## config.mk

```make
export PLATFORM = sky130hd
export DESIGN_NAME = tcap_unit
export DESIGN_NICKNAME = d
export VERILOG_FILES = /design/src/rtl/tcap_pkg.sv /design/src/rtl/tcap_edge_sync.sv /design/src/rtl/tcap_prescaler.sv /design/src/rtl/tcap_unit.sv
export SDC_FILE = /design/constraint.sdc
export NUM_CORES = 1
export LEC_CHECK = 0
export BUFFER_PORTS_ARGS = -buffer_cell sky130_fd_sc_hd__buf_2
export CAP_MARGIN = 20
export CORE_MARGIN = 4
export CORE_UTILIZATION = 49
export CTS_BUF_LIST = sky130_fd_sc_hd__clkbuf_16
export CTS_CLUSTER_DIAMETER = 50
export DETAILED_ROUTE_END_ITERATION = 16
export PLACE_DENSITY = 0.82
export SYNTH_ARGS = -nofsm -noshare
export SYNTH_HDL_FRONTEND = slang
export SYNTH_HIERARCHICAL = 1
export SYNTH_SLANG_ARGS = --single-unit
```

## constraint.sdc

```tcl
create_clock -name clk -period 3.5 [get_ports clk]
set_input_delay 0.35 -clock clk [delete_from_list [all_inputs] [get_ports clk]]
set_output_delay 0.35 -clock clk [all_outputs]
set_load 0.05 [all_outputs]
```

## src/rtl/tcap_pkg.sv

```systemverilog
package tcap_pkg;

    localparam int TMR_W  = 16;
    localparam int MODE_W = 4;
    localparam int PS_W   = 4;

    typedef enum logic [MODE_W-1:0] {
        CM_OFF    = 4'b0000,
        CM_FALL   = 4'b0100,
        CM_RISE   = 4'b0101,
        CM_RISE4  = 4'b0110,
        CM_RISE16 = 4'b0111
    } cap_mode_e;

    typedef struct packed {
        logic rise;
        logic fall;
    } edge_t;

    // True for any mode that performs captures.
    function automatic logic mode_active(input logic [MODE_W-1:0] m);
        return (m[3:2] == 2'b01);
    endfunction

    // True for the modes that act on rising edges.
    function automatic logic mode_rising(input logic [MODE_W-1:0] m);
        return (m == CM_RISE) || (m == CM_RISE4) || (m == CM_RISE16);
    endfunction

    // Count bits that must all be ones for a rising edge to capture.
    function automatic logic [PS_W-1:0] ps_mask(input logic [MODE_W-1:0] m);
        case (m)
            CM_RISE4:  return 4'b0011;
            CM_RISE16: return 4'b1111;
            default:   return '0;
        endcase
    endfunction

endpackage

```

## src/rtl/tcap_edge_sync.sv

```systemverilog
module tcap_edge_sync
    import tcap_pkg::*;
#(
    parameter int STAGES = 2
) (
    input  logic  clk,
    input  logic  rst,
    input  logic  async_in,
    output edge_t edges
);
    localparam int TOP = STAGES - 1;

    logic [STAGES-1:0] chain;
    logic              prev;

    generate
        if (STAGES == 1) begin : g_single
            always_ff @(posedge clk) begin
                if (rst) chain <= '0;
                else     chain <= async_in;
            end
        end else begin : g_multi
            always_ff @(posedge clk) begin
                if (rst) chain <= '0;
                else     chain <= {chain[STAGES-2:0], async_in};
            end
        end
    endgenerate

    always_ff @(posedge clk) begin
        if (rst) prev <= 1'b0;
        else     prev <= chain[TOP];
    end

    always_comb begin
        edges.rise = chain[TOP] & ~prev;
        edges.fall = ~chain[TOP] & prev;
    end

    // a rising edge lasts for a single cycle
    assert_rise_single_R3: assert property (@(posedge clk) disable iff (rst)
        edges.rise |=> !edges.rise);

    // a falling edge lasts for a single cycle
    assert_fall_single_R2: assert property (@(posedge clk) disable iff (rst)
        edges.fall |=> !edges.fall);

endmodule

```

## src/rtl/tcap_prescaler.sv

```systemverilog
module tcap_prescaler
    import tcap_pkg::*;
(
    input  logic              clk,
    input  logic              rst,
    input  logic [MODE_W-1:0] mode,
    input  edge_t             edges,
    output logic              fire
);
    logic [PS_W-1:0] cnt;
    logic            active;
    logic            rise_hit;
    logic            fall_hit;

    always_comb begin
        active   = mode_active(mode);
        rise_hit = mode_rising(mode) && edges.rise
                   && ((cnt & ps_mask(mode)) == ps_mask(mode));
        fall_hit = (mode == CM_FALL) && edges.fall;
        fire     = active && (rise_hit || fall_hit);
    end

    // The count is cleared only by reset or a non-capture mode.
    always_ff @(posedge clk) begin
        if (rst || !active)   cnt <= '0;
        else if (edges.rise)  cnt <= cnt + 1'b1;
    end

    // the count is zero after any cycle spent outside capture mode
    assert_cnt_clear_R9: assert property (@(posedge clk) disable iff (rst)
        !mode_active(mode) |=> (cnt == '0));

    // a rising edge in capture mode advances the count by one
    assert_cnt_step_R10: assert property (@(posedge clk) disable iff (rst)
        (mode_active(mode) && edges.rise) |=> (cnt == $past(cnt) + 1'b1));

endmodule

```

## src/rtl/tcap_unit.sv

```systemverilog
module tcap_unit
    import tcap_pkg::*;
(
    input  logic              clk,
    input  logic              rst,
    input  logic              cap_in,
    input  logic [TMR_W-1:0]  timer_val,
    input  logic              cfg_we,
    input  logic [MODE_W-1:0] cfg_wdata,
    output logic [MODE_W-1:0] mode_q,
    output logic [TMR_W-1:0]  cap_value,
    output logic              cap_flag,
    input  logic              flag_clr
);
    edge_t edges;
    logic  fire;

    always_ff @(posedge clk) begin
        if (rst)         mode_q <= CM_OFF;
        else if (cfg_we) mode_q <= cfg_wdata;
    end

    tcap_edge_sync #(.STAGES(2)) i_sync (
        .clk      (clk),
        .rst      (rst),
        .async_in (cap_in),
        .edges    (edges)
    );

    tcap_prescaler i_presc (
        .clk   (clk),
        .rst   (rst),
        .mode  (mode_q),
        .edges (edges),
        .fire  (fire)
    );

    always_ff @(posedge clk) begin
        if (rst)       cap_value <= '0;
        else if (fire) cap_value <= timer_val;
    end

    // A capture outranks a clear arriving at the same edge.
    always_ff @(posedge clk) begin
        if (rst)           cap_flag <= 1'b0;
        else if (fire)     cap_flag <= 1'b1;
        else if (flag_clr) cap_flag <= 1'b0;
    end

    // the flag holds until it is cleared
    assert_flag_sticky_R6: assert property (@(posedge clk) disable iff (rst)
        (cap_flag && !flag_clr) |=> cap_flag);

    // a capture that meets a clear leaves the flag set
    assert_capture_beats_clear_R7: assert property (@(posedge clk) disable iff (rst)
        (fire && flag_clr) |=> cap_flag);

    // every change of the capture register comes with the flag set
    assert_load_sets_flag_R5: assert property (@(posedge clk) disable iff (rst)
        !$stable(cap_value) |-> cap_flag);

    // an inactive unit leaves the capture register alone
    assert_idle_holds_R1: assert property (@(posedge clk) disable iff (rst)
        !mode_active(mode_q) |=> $stable(cap_value));

endmodule

```

==> Yosys cells after proc, flatten, opt, wreduce, memory -nomap -nowiden <==
Index checks and enable logic that the tools add are counted.
{ "op_classes": {"add_sub_neg": 1, "n_bitwise": 5, "n_eq_ne": 6, "reduce_logical": 10, "muxes": 3} }
{ "ops": {"columns": ["cell", "n"], "rows": [
  ["4-bit by 3-bit equality test with 1-bit output (second input constant)", 4],
  ["4-bit case mux with 2 select lines", 1],
  ["4-bit by 1-bit adder with 4-bit output (second input constant)", 1],
  ["4-bit AND", 1],
  ["4-bit equality test", 1],
  ["1-bit logical AND", 4],
  ["1-bit logical OR", 4],
  ["1-bit AND", 2],
  ["2-bit by 1-bit equality test with 1-bit output (second input constant)", 1],
  ["1-bit 2-to-1 mux", 2],
  ["1-bit NOT", 2],
  ["2-bit nonzero test", 1],
  ["1-bit zero test", 1]
]} }
{ "word_totals": {"regBits": 28, "out_inout_bits": 21, "elab_cells": 31, "input_bits": 25} }

==> Longest topological paths before layout <==
Gate-level depths: netlist of run 1.
{ "logic_depth": {"depth_word": 8, "ltp_mapped": 9, "depth_no_buf": 6} }

==> Cells and area by module <==
Netlist of run 1, hierarchy kept.
{ "by_module_without_submodules": {"columns": ["mod", "area_each_um2", "n_inst", "cells_per_inst"], "rows": [
  ["tcap_unit", 754.5, 1, 69],
  ["tcap_prescaler", 206.4, 1, 22],
  ["tcap_edge_sync", 91.3, 1, 8]
]} }

==> Least setup slack after synthesis of run 1 <==
No wires, ideal clock.
{ "synth_timing": {"path_type": "register to register", "start": "register mode_q[0]", "end": "register cap_value[10]", "setup_slack_ns": 1.745, "stages_incl_launch_ff": 8, "arrival_ns": 1.627, "required_time_ns": 3.372, "setup_time_ns": 0.128, "n_path_buf": 2, "path_cell_list": "dfxtp_1 -> mux2i_1 -> o22ai_1 -> and3b_1 -> buf_6 -> buf_12 -> mux2i_1 -> nor2_1"} }
{ "synth_between": {"elab_chain_cells": 7} }
{ "synth_lines": {"columns": ["element", "line", "source"], "rows": [
  ["from (decl)", "tcap_unit.sv:10", "output logic [MODE_W-1:0] mode_q,"],
  ["from (signal assigned)", "tcap_unit.sv:20", "else if (cfg_we) mode_q <= cfg_wdata;"],
  ["4-bit by 3-bit equality test with 1-bit output, on equally long branches", "tcap_pkg.sv:27, tcap_pkg.sv:32", null],
  ["4-bit case mux with 2 select lines / 1-bit logical OR (equally long branches)", "tcap_pkg.sv:32, tcap_pkg.sv:27", null],
  ["4-bit AND / 1-bit logical OR (equally long branches)", "tcap_prescaler.sv:18, tcap_pkg.sv:27", null],
  ["4-bit equality test / 1-bit logical AND (equally long branches)", "tcap_prescaler.sv:18, tcap_prescaler.sv:17", null],
  ["1-bit logical AND", "tcap_prescaler.sv:18", "&& ((cnt & ps_mask(mode)) == ps_mask(mode));"],
  ["1-bit logical OR (*)", "tcap_prescaler.sv:20", "fire = active && (rise_hit || fall_hit);"],
  ["1-bit logical AND (*)", "tcap_prescaler.sv:20", null],
  ["named net fire", "tcap_unit.sv:16", "logic fire;"],
  ["to (signal assigned)", "tcap_unit.sv:40", "else if (fire) cap_value <= timer_val;"],
  ["to (decl)", "tcap_unit.sv:11", "output logic [TMR_W-1:0] cap_value,"]
]} }
Mark *: on every way through the listed nets, which the timed path passes. The rest lies on a longest branch.
A chain may end at the register's enable or synchronous reset.

==> results.py, run 1 <==
metrics = {
    "layout": {
        "nNetsFinal": 169,
        "n_antenna_cell": 0,
        "layout_common_cells": "buf_2 (45), dfxtp_1 (28), nor2_1 (24)",
        "area_growth_pct": 30.0,
        "mostFrequentLayoutCell": "buf_2",
        "instances_no_fill": 169,
        "drive_gt1_frac": 0.352,
    },
    "global_routing": {
        "grt_pass1_wl_mm": 3.04,
        "grt_max_degree": 26,
        "first_global_vias": 758,
        "antenna_found_initial": 0,
        "gr-usage-all-layers": 0.138,
        "overflow": 0,
    },
    "sta": {
        "worst_slack_ns": 1.18,
        "hold_slack_ns": 0.327,
        "period_needed_ns": 2.32,
        "tightest_slew_ns": 0.934,
        "fin_crit_sh": 0.663,
        "fmax_mhz": 431,
        "skew_ns": 0.00309,
        "max-slew-margin-rel": 0.377,
        "rsz0062_at_grt": "false",
        "finalMaxSlewViolations": 0,
        "finalHoldViolCount": 0,
        "setup_viol": 0,
        "fin_setup_tns_ns": 0,
    },
    "critical_path": {
        "r2r_cells": 6,
        "r2r_end": "cap_value[1]",
        "path_delay_family": "simple AND/OR/NAND/NOR gates",
        "startpoint": "i_sync/chain[1]",
        "worstSetupPathType": "flip-flop to flip-flop",
        "required_ns": 3.63,
        "crit_path_end": "cap_value[1]",
        "crit_fanout": 17,
        "path_cells": "nor2b_1 -> nand4_1 -> o22ai_1 -> and3b_1 -> mux2i_1 -> nor2_1",
        "cp_data_arrival_time_ns": 2.45,
        "end_kind": "flip-flop",
        "cpMaxStageDelayCell": "and3b_1",
        "rrSetupSlack_ns": 1.18,
        "r2r-start": "i_sync/chain[1]",
        "startpoint_type": "flip-flop",
        "path_buf_inv": 0,
        "slowest_delay_ns": 0.80,
        "path_depth": 6,
    },
    "synthesis": {
        "synth.cell_area_sq_mm": 0.00105,
        "syn_inst": 99,
        "yosysUniqueCellTypes": 21,
        "synth_nets": 125,
        "ys_ff_latch": 28,
        "seq_area_frac_synth": 0.533,
        "avgSynthCellArea_sq_um": 10.6,
        "synth_top_area_share": 0.533,
        "ys_top_cells_by_area": "dfxtp_1 (53%), mux2i_1 (21%), nor2_1 (8.6%), nor2b_1 (3.0%), buf_12 (1.9%)",
        "yosys.area.top_type": "dfxtp_1",
        "yosysWarnings": 6,
    },
    "power_and_ir_drop": {
        "p_per_area_mw_per_mm2": 513,
        "power.total_w": 0.000702,
        "power_switching_w": 0.000131,
        "internal-power_w": 0.000570,
        "static-leakage-power_nw": 0.621,
        "seqPwrFrac": 0.467,
        "vdd_drop_max_v": 0.000370,
        "swShare": 0.187,
        "combPwrFrac": 0.067,
        "clockPowerShare": 0.466,
    },
    "cts": {
        "clk_latency_ns": 0.26,
        "path_clk_slew_ns": 0.06,
        "cts_tree": "yes",
        "cts-htree-levels": 1,
        "cts_resized": 0,
        "clk_path_buf_depth": 2,
        "clockRootBuffer": "clkbuf_16",
        "cts.sinks": 28,
        "cts_buffers": 3,
        "postCtsSetupBuffers": 0,
        "ctsHoldBuffers": 0,
    },
    "floorplanning": {
        "pin_count": 46,
        "fp.dieW_um": 54.3,
        "start_util": 0.526,
        "die_h_um": 54.3,
        "dieArea_sq_mm": 0.00295,
        "rows": 16,
        "core_area_sq_mm": 0.00200,
    },
    "route": {
        "drt_iter0_drc": 3,
        "dr.pass1.iters": 4,
        "routed_wl_mm": 2.05,
        "ant_nets": 0,
        "dr_total_vias": 779,
        "wl_per_cell_um": 12.2,
        "drc_errors": 0,
        "vias_per_cell": 4.61,
    },
    "placed_design": {
        "placedCellCount": 165,
        "port_buffers": 45,
        "pre_cts_ws_ns": 1.14,
        "place.gp.congestion": 0.718,
        "hpwl_mm": 1.53,
    },
    "job": {
        "drv_cap": 0,
    },
    "min_path": {
        "hp-class": "input port to flip-flop",
    },
    "outcome": {
        "status": "completed",
    },
}
-- synth_stat cells (all sizes together) --
| master | count |
|---|---|
| a21boi | 1 |
| a21oi | 1 |
| and3b | 1 |
| buf | 3 |
| clkbuf | 3 |
| dfxtp | 28 |
| ha | 1 |
| inv | 1 |
| mux2i | 22 |
| nand2 | 1 |
| nand2b | 1 |
| nand4 | 2 |
| nor2 | 24 |
| nor2b | 5 |
| o22ai | 1 |
| or3b | 1 |
| xnor2 | 1 |
| xor2 | 2 |
-- area by class of cell --
class	count	area [sq um]
repair buffers	45	225
fillers	159	634
flip-flops and latches	28	561
multi-input cells	64	439
clock buffers	3	75.1
inverters	1	3.75
clock inverters	1	30.0
well taps	27	33.8
-- power by group through the flow --
stage | clock [W] | sequential, W | combinational (W)
2_1_floorplan | 0 | 0.000347 | 0.0000164
3_3_place_gp | 0 | 0.000335 | 0.0000467
3_5_place_dp | 0 | 0.000335 | 0.0000475
4_1_cts | 0.000332 | 0.000328 | 0.0000477
5_1_grt | 0.000345 | 0.000328 | 0.0000509
6_report | 0.000327 | 0.000327 | 0.0000473
-- through the flow --
step                instance area, sq um   util
floorplan                           1050      -
global placement                    1260  0.631
detailed placement                  1260  0.631
CTS                                 1370  0.683
global route                        1370  0.683
finish                              1370  0.683
-- kinds of logic after synthesis --
family / count (synthesis) / synth area share
compound gates: 3 / 0.0178
buf+inv: 7 / 0.0499
mux: 22 / 0.209
simple gates: 35 / 0.153
fa+ha+maj: 1 / 0.0119
flops: 28 / 0.533
xor+xnor: 3 / 0.0250
-- sequential cells by signal (all words and copies together), names as in the netlist --
name,cells
cap_flag,1
i_presc/cnt,4
cap_value,16
mode_q,4
i_sync/prev,1
i_sync/chain,2
-- per-layer routing --
| metal | vias to the layer above | global-route usage | part of all wire |
|---|---|---|---|
| met1 | 345 | 0.158 | 0.41 |
| li1 | 411 | - | - |
| met5 | - | 0 | 0 |
| met4 | 0 | 0.0622 | 0.0044 |
| met2 | 21 | 0.247 | 0.51 |
| met3 | 2 | 0.0245 | 0.068 |
-- worst min path at each step --
stage                    start         endpoint  slack [ns]  cells after the start
2_1_floorplan  i_sync/chain[0]  i_sync/chain[1]        0.41                      1
3_3_place_gp   i_sync/chain[0]  i_sync/chain[1]        0.42                      1
3_5_place_dp   i_sync/chain[0]  i_sync/chain[1]        0.44                      1
4_1_cts          timer_val[11]    cap_value[11]        0.32                      3
5_1_grt          timer_val[11]    cap_value[11]        0.33                      3
6_report         timer_val[11]    cap_value[11]        0.33                      3
-- tightest hold or removal path: stages --
cell and delay (ns):
buf_2 0.07, mux2i_1 0.05, nor2_1 0.07
Note: power is estimated with default switching activity, not from simulation.
==> run 2, diff against run 1 <==
--- a/config.mk
+++ b/config.mk
@@ -8,11 +8,11 @@
 export BUFFER_PORTS_ARGS = -buffer_cell sky130_fd_sc_hd__buf_2
 export CAP_MARGIN = 20
 export CORE_MARGIN = 4
-export CORE_UTILIZATION = 49
+export CORE_UTILIZATION = 41
 export CTS_BUF_LIST = sky130_fd_sc_hd__clkbuf_16
 export CTS_CLUSTER_DIAMETER = 50
 export DETAILED_ROUTE_END_ITERATION = 16
-export PLACE_DENSITY = 0.82
+export PLACE_DENSITY = 0.73
 export SYNTH_ARGS = -nofsm -noshare
 export SYNTH_HDL_FRONTEND = slang
 export SYNTH_HIERARCHICAL = 1
==> constraint.sdc (replaced) <==
create_clock -name clk -period 2 [get_ports clk]
set_input_delay 0.2 -clock clk [delete_from_list [all_inputs] [get_ports clk]]
set_output_delay 0.2 -clock clk [all_outputs]
set_load 0.05 [all_outputs]
==> run 2 against run 1 <==
Core utilization is 12 points lower; clock-buffer cell count stayed put; global-route usage is 0.37 points lower; total power is 57% higher; first-iteration DRC count is 100% higher; critical path depth is 1 higher; largest power group unchanged; via count is 5.5% higher.
==> results.py, run 2 (synthesized netlist as in run 1, its figures left out) <==
metrics = {
    "outcome": {
        "status": "completed",
    },
    "placed_design": {
        "dpl_cell_area_sq_mm": 0.00129,
        "placedCellCount": 170,
        "hpwl_mm": 1.58,
        "port_buffers": 45,
        "place.gp.congestion": 0.716,
    },
    "power_and_ir_drop": {
        "swShare": 0.211,
        "power_switching_w": 0.000233,
        "internal-power_w": 0.000869,
        "p_per_area_mw_per_mm2": 803,
        "seqPwrFrac": 0.520,
        "static-leakage-power_nw": 0.621,
        "vdd_drop_max_v": 0.000622,
        "combPwrFrac": 0.077,
        "clockPowerShare": 0.403,
    },
    "floorplanning": {
        "core_area_sq_mm": 0.00245,
        "fp.dieW_um": 58.7,
        "start_util": 0.429,
        "dieArea_sq_mm": 0.00344,
        "pin_count": 46,
        "die_h_um": 58.7,
        "rows": 18,
    },
    "sta": {
        "finalHoldViolCount": 0,
        "fmax_mhz": 607,
        "setup_viol": 0,
        "fin_setup_tns_ns": 0,
        "fin_crit_sh": 0.824,
        "finalMaxSlewViolations": 0,
        "max-slew-margin-rel": 0.701,
        "tightest_slew_ns": 0.449,
        "rsz0062_at_grt": "false",
        "skew_ns": 0.00378,
        "period_needed_ns": 1.65,
    },
    "critical_path": {
        "slowest_delay_ns": 0.34,
        "crit_fanout": 17,
        "rrSetupSlack_ns": 0.35,
        "r2r_cells": 7,
        "startpoint_type": "flip-flop",
        "cpMaxStageDelayCell": "dfxtp_1",
        "worstSetupPathType": "flip-flop to flip-flop",
        "required_ns": 2.13,
        "path_buf_inv": 1,
        "r2r_end": "cap_value[15]",
        "path_delay_family": "simple AND/OR/NAND/NOR gates",
        "r2r-start": "i_sync/chain[1]",
        "cp_data_arrival_time_ns": 1.78,
        "end_kind": "flip-flop",
        "path_cells": "nor2b_1 -> nand4_1 -> o22ai_1 -> and3b_1 -> buf_12 -> mux2i_1 -> nor2_1",
    },
    "route": {
        "routed_wl_mm": 2.15,
        "wl_per_cell_um": 12.4,
        "dr_total_vias": 822,
        "drt_iter0_drc": 6,
        "ant_nets": 0,
        "dr.pass1.iters": 2,
        "vias_per_cell": 4.72,
        "drc_errors": 0,
    },
    "layout": {
        "largest_reg_flops": 16,
        "final.fill_count": 234,
        "multi_input_comb_area_sq_um": 439,
        "instances_no_fill": 174,
        "nNetsFinal": 171,
        "area_growth_pct": 30.4,
        "drive_gt1_frac": 0.354,
        "final_cell_area_sq_mm": 0.00137,
        "top_register": "cap_value",
        "ff_latch_area_sq_um": 561,
        "n_antenna_cell": 0,
        "mostFrequentLayoutCell": "buf_2",
        "largestRegisters": "cap_value: 16 flops, i_presc/cnt: 4 flops, mode_q: 4 flops",
        "layout_common_cells": "buf_2 (45), dfxtp_1 (28), nor2_1 (24)",
    },
    "job": {
        "drv_cap": 0,
    },
    "cts": {
        "postCtsSetupBuffers": 0,
        "cts_buffers": 3,
        "clockRootBuffer": "clkbuf_16",
        "clk_latency_ns": 0.26,
        "ctsHoldBuffers": 0,
        "cts_resized": 0,
        "cts_tree": "yes",
        "cts-htree-levels": 1,
        "path_clk_slew_ns": 0.06,
        "cts.sinks": 28,
        "clk_path_buf_depth": 2,
    },
    "min_path": {
        "hp-class": "input port to flip-flop",
        "hold_start": "cap_in",
        "hold_path_depth": 2,
        "min_to": "i_sync/chain[0]",
    },
    "global_routing": {
        "grt_max_degree": 26,
        "antenna_found_initial": 0,
        "first_global_vias": 867,
        "grt_pass1_wl_mm": 3.59,
        "overflow": 0,
        "gr-usage-all-layers": 0.134,
    },
}
## run 2: changes by cell type in the layout (fill, tap and decap cells not counted)
cell | before | now
buf_12 | 0 | 1
buf_4 | 0 | 1
clkinv_1 | 0 | 1
bufinv_16 | 1 | 0
## run 2: worst max path at each step
stage	from	endpoint	slack, ns	cells past startpoint
finish	i_sync/chain[1]	cap_value[15]	0.35	7
global route	i_sync/chain[1]	cap_value[12]	0.16	7
CTS	i_sync/chain[1]	cap_value[15]	0.35	7
detailed placement	i_sync/chain[1]	cap_value[15]	0.36	7
global placement	i_sync/chain[1]	cap_value[11]	0.47	7
floorplan	mode_q[0]	cap_value[10]	0.25	7
## run 2: power by group through the flow
stage	Sequential [W]	Combinational, W	Clock [W]
floorplan	0.000607	0.0000287	0
global placement	0.000585	0.0000832	0
detailed placement	0.000586	0.0000849	0
CTS	0.000573	0.0000854	0.000453
global route	0.000574	0.0000924	0.000469
finish	0.000573	0.0000846	0.000444
## run 2: worst register-to-register path: cells and delay by family, from the launching register on
family	cells	cell delay (ns)
muxes	1	0.22
AOI/OAI and AO/OA	1	0.18
and+or+nand+nor	4	0.60
buffers and inverters	1	0.18
DFF	1	0.34
## run 2: metrics by stage
stage	util	worst slack (ns)	total power [W]	hold slack, ns
3_5_place_dp	0.527	0.360	0.000671	0.428
5_1_grt	0.559	0.158	0.00114	0.182
4_1_cts	0.559	0.353	0.00111	0.161
6_report	0.559	0.352	0.00110	0.160
2_1_floorplan	-	0.245	0.000636	0.269
3_3_place_gp	0.527	0.469	0.000669	0.408
## run 2: metal layers
| layer | up-vias | wire length, um | global-route usage |
|---|---|---|---|
| met1 | 383 | 885 | 0.150 |
| li1 | 415 | - | - |
| met4 | 0 | 12 | 0.0647 |
| met3 | 2 | 126 | 0.0373 |
| met5 | - | 0 | 0 |
| met2 | 22 | 1130 | 0.234 |
## run 2: area by class of cell
cell class,count,area share
Multi-Input combinational cell,64,0.320
Inverter,1,0.00273
Clock buffer,3,0.0547
Timing Repair Buffer,47,0.184
Sequential cell,28,0.408
Tap cell,30,0.0273
Clock inverter,1,0.00273
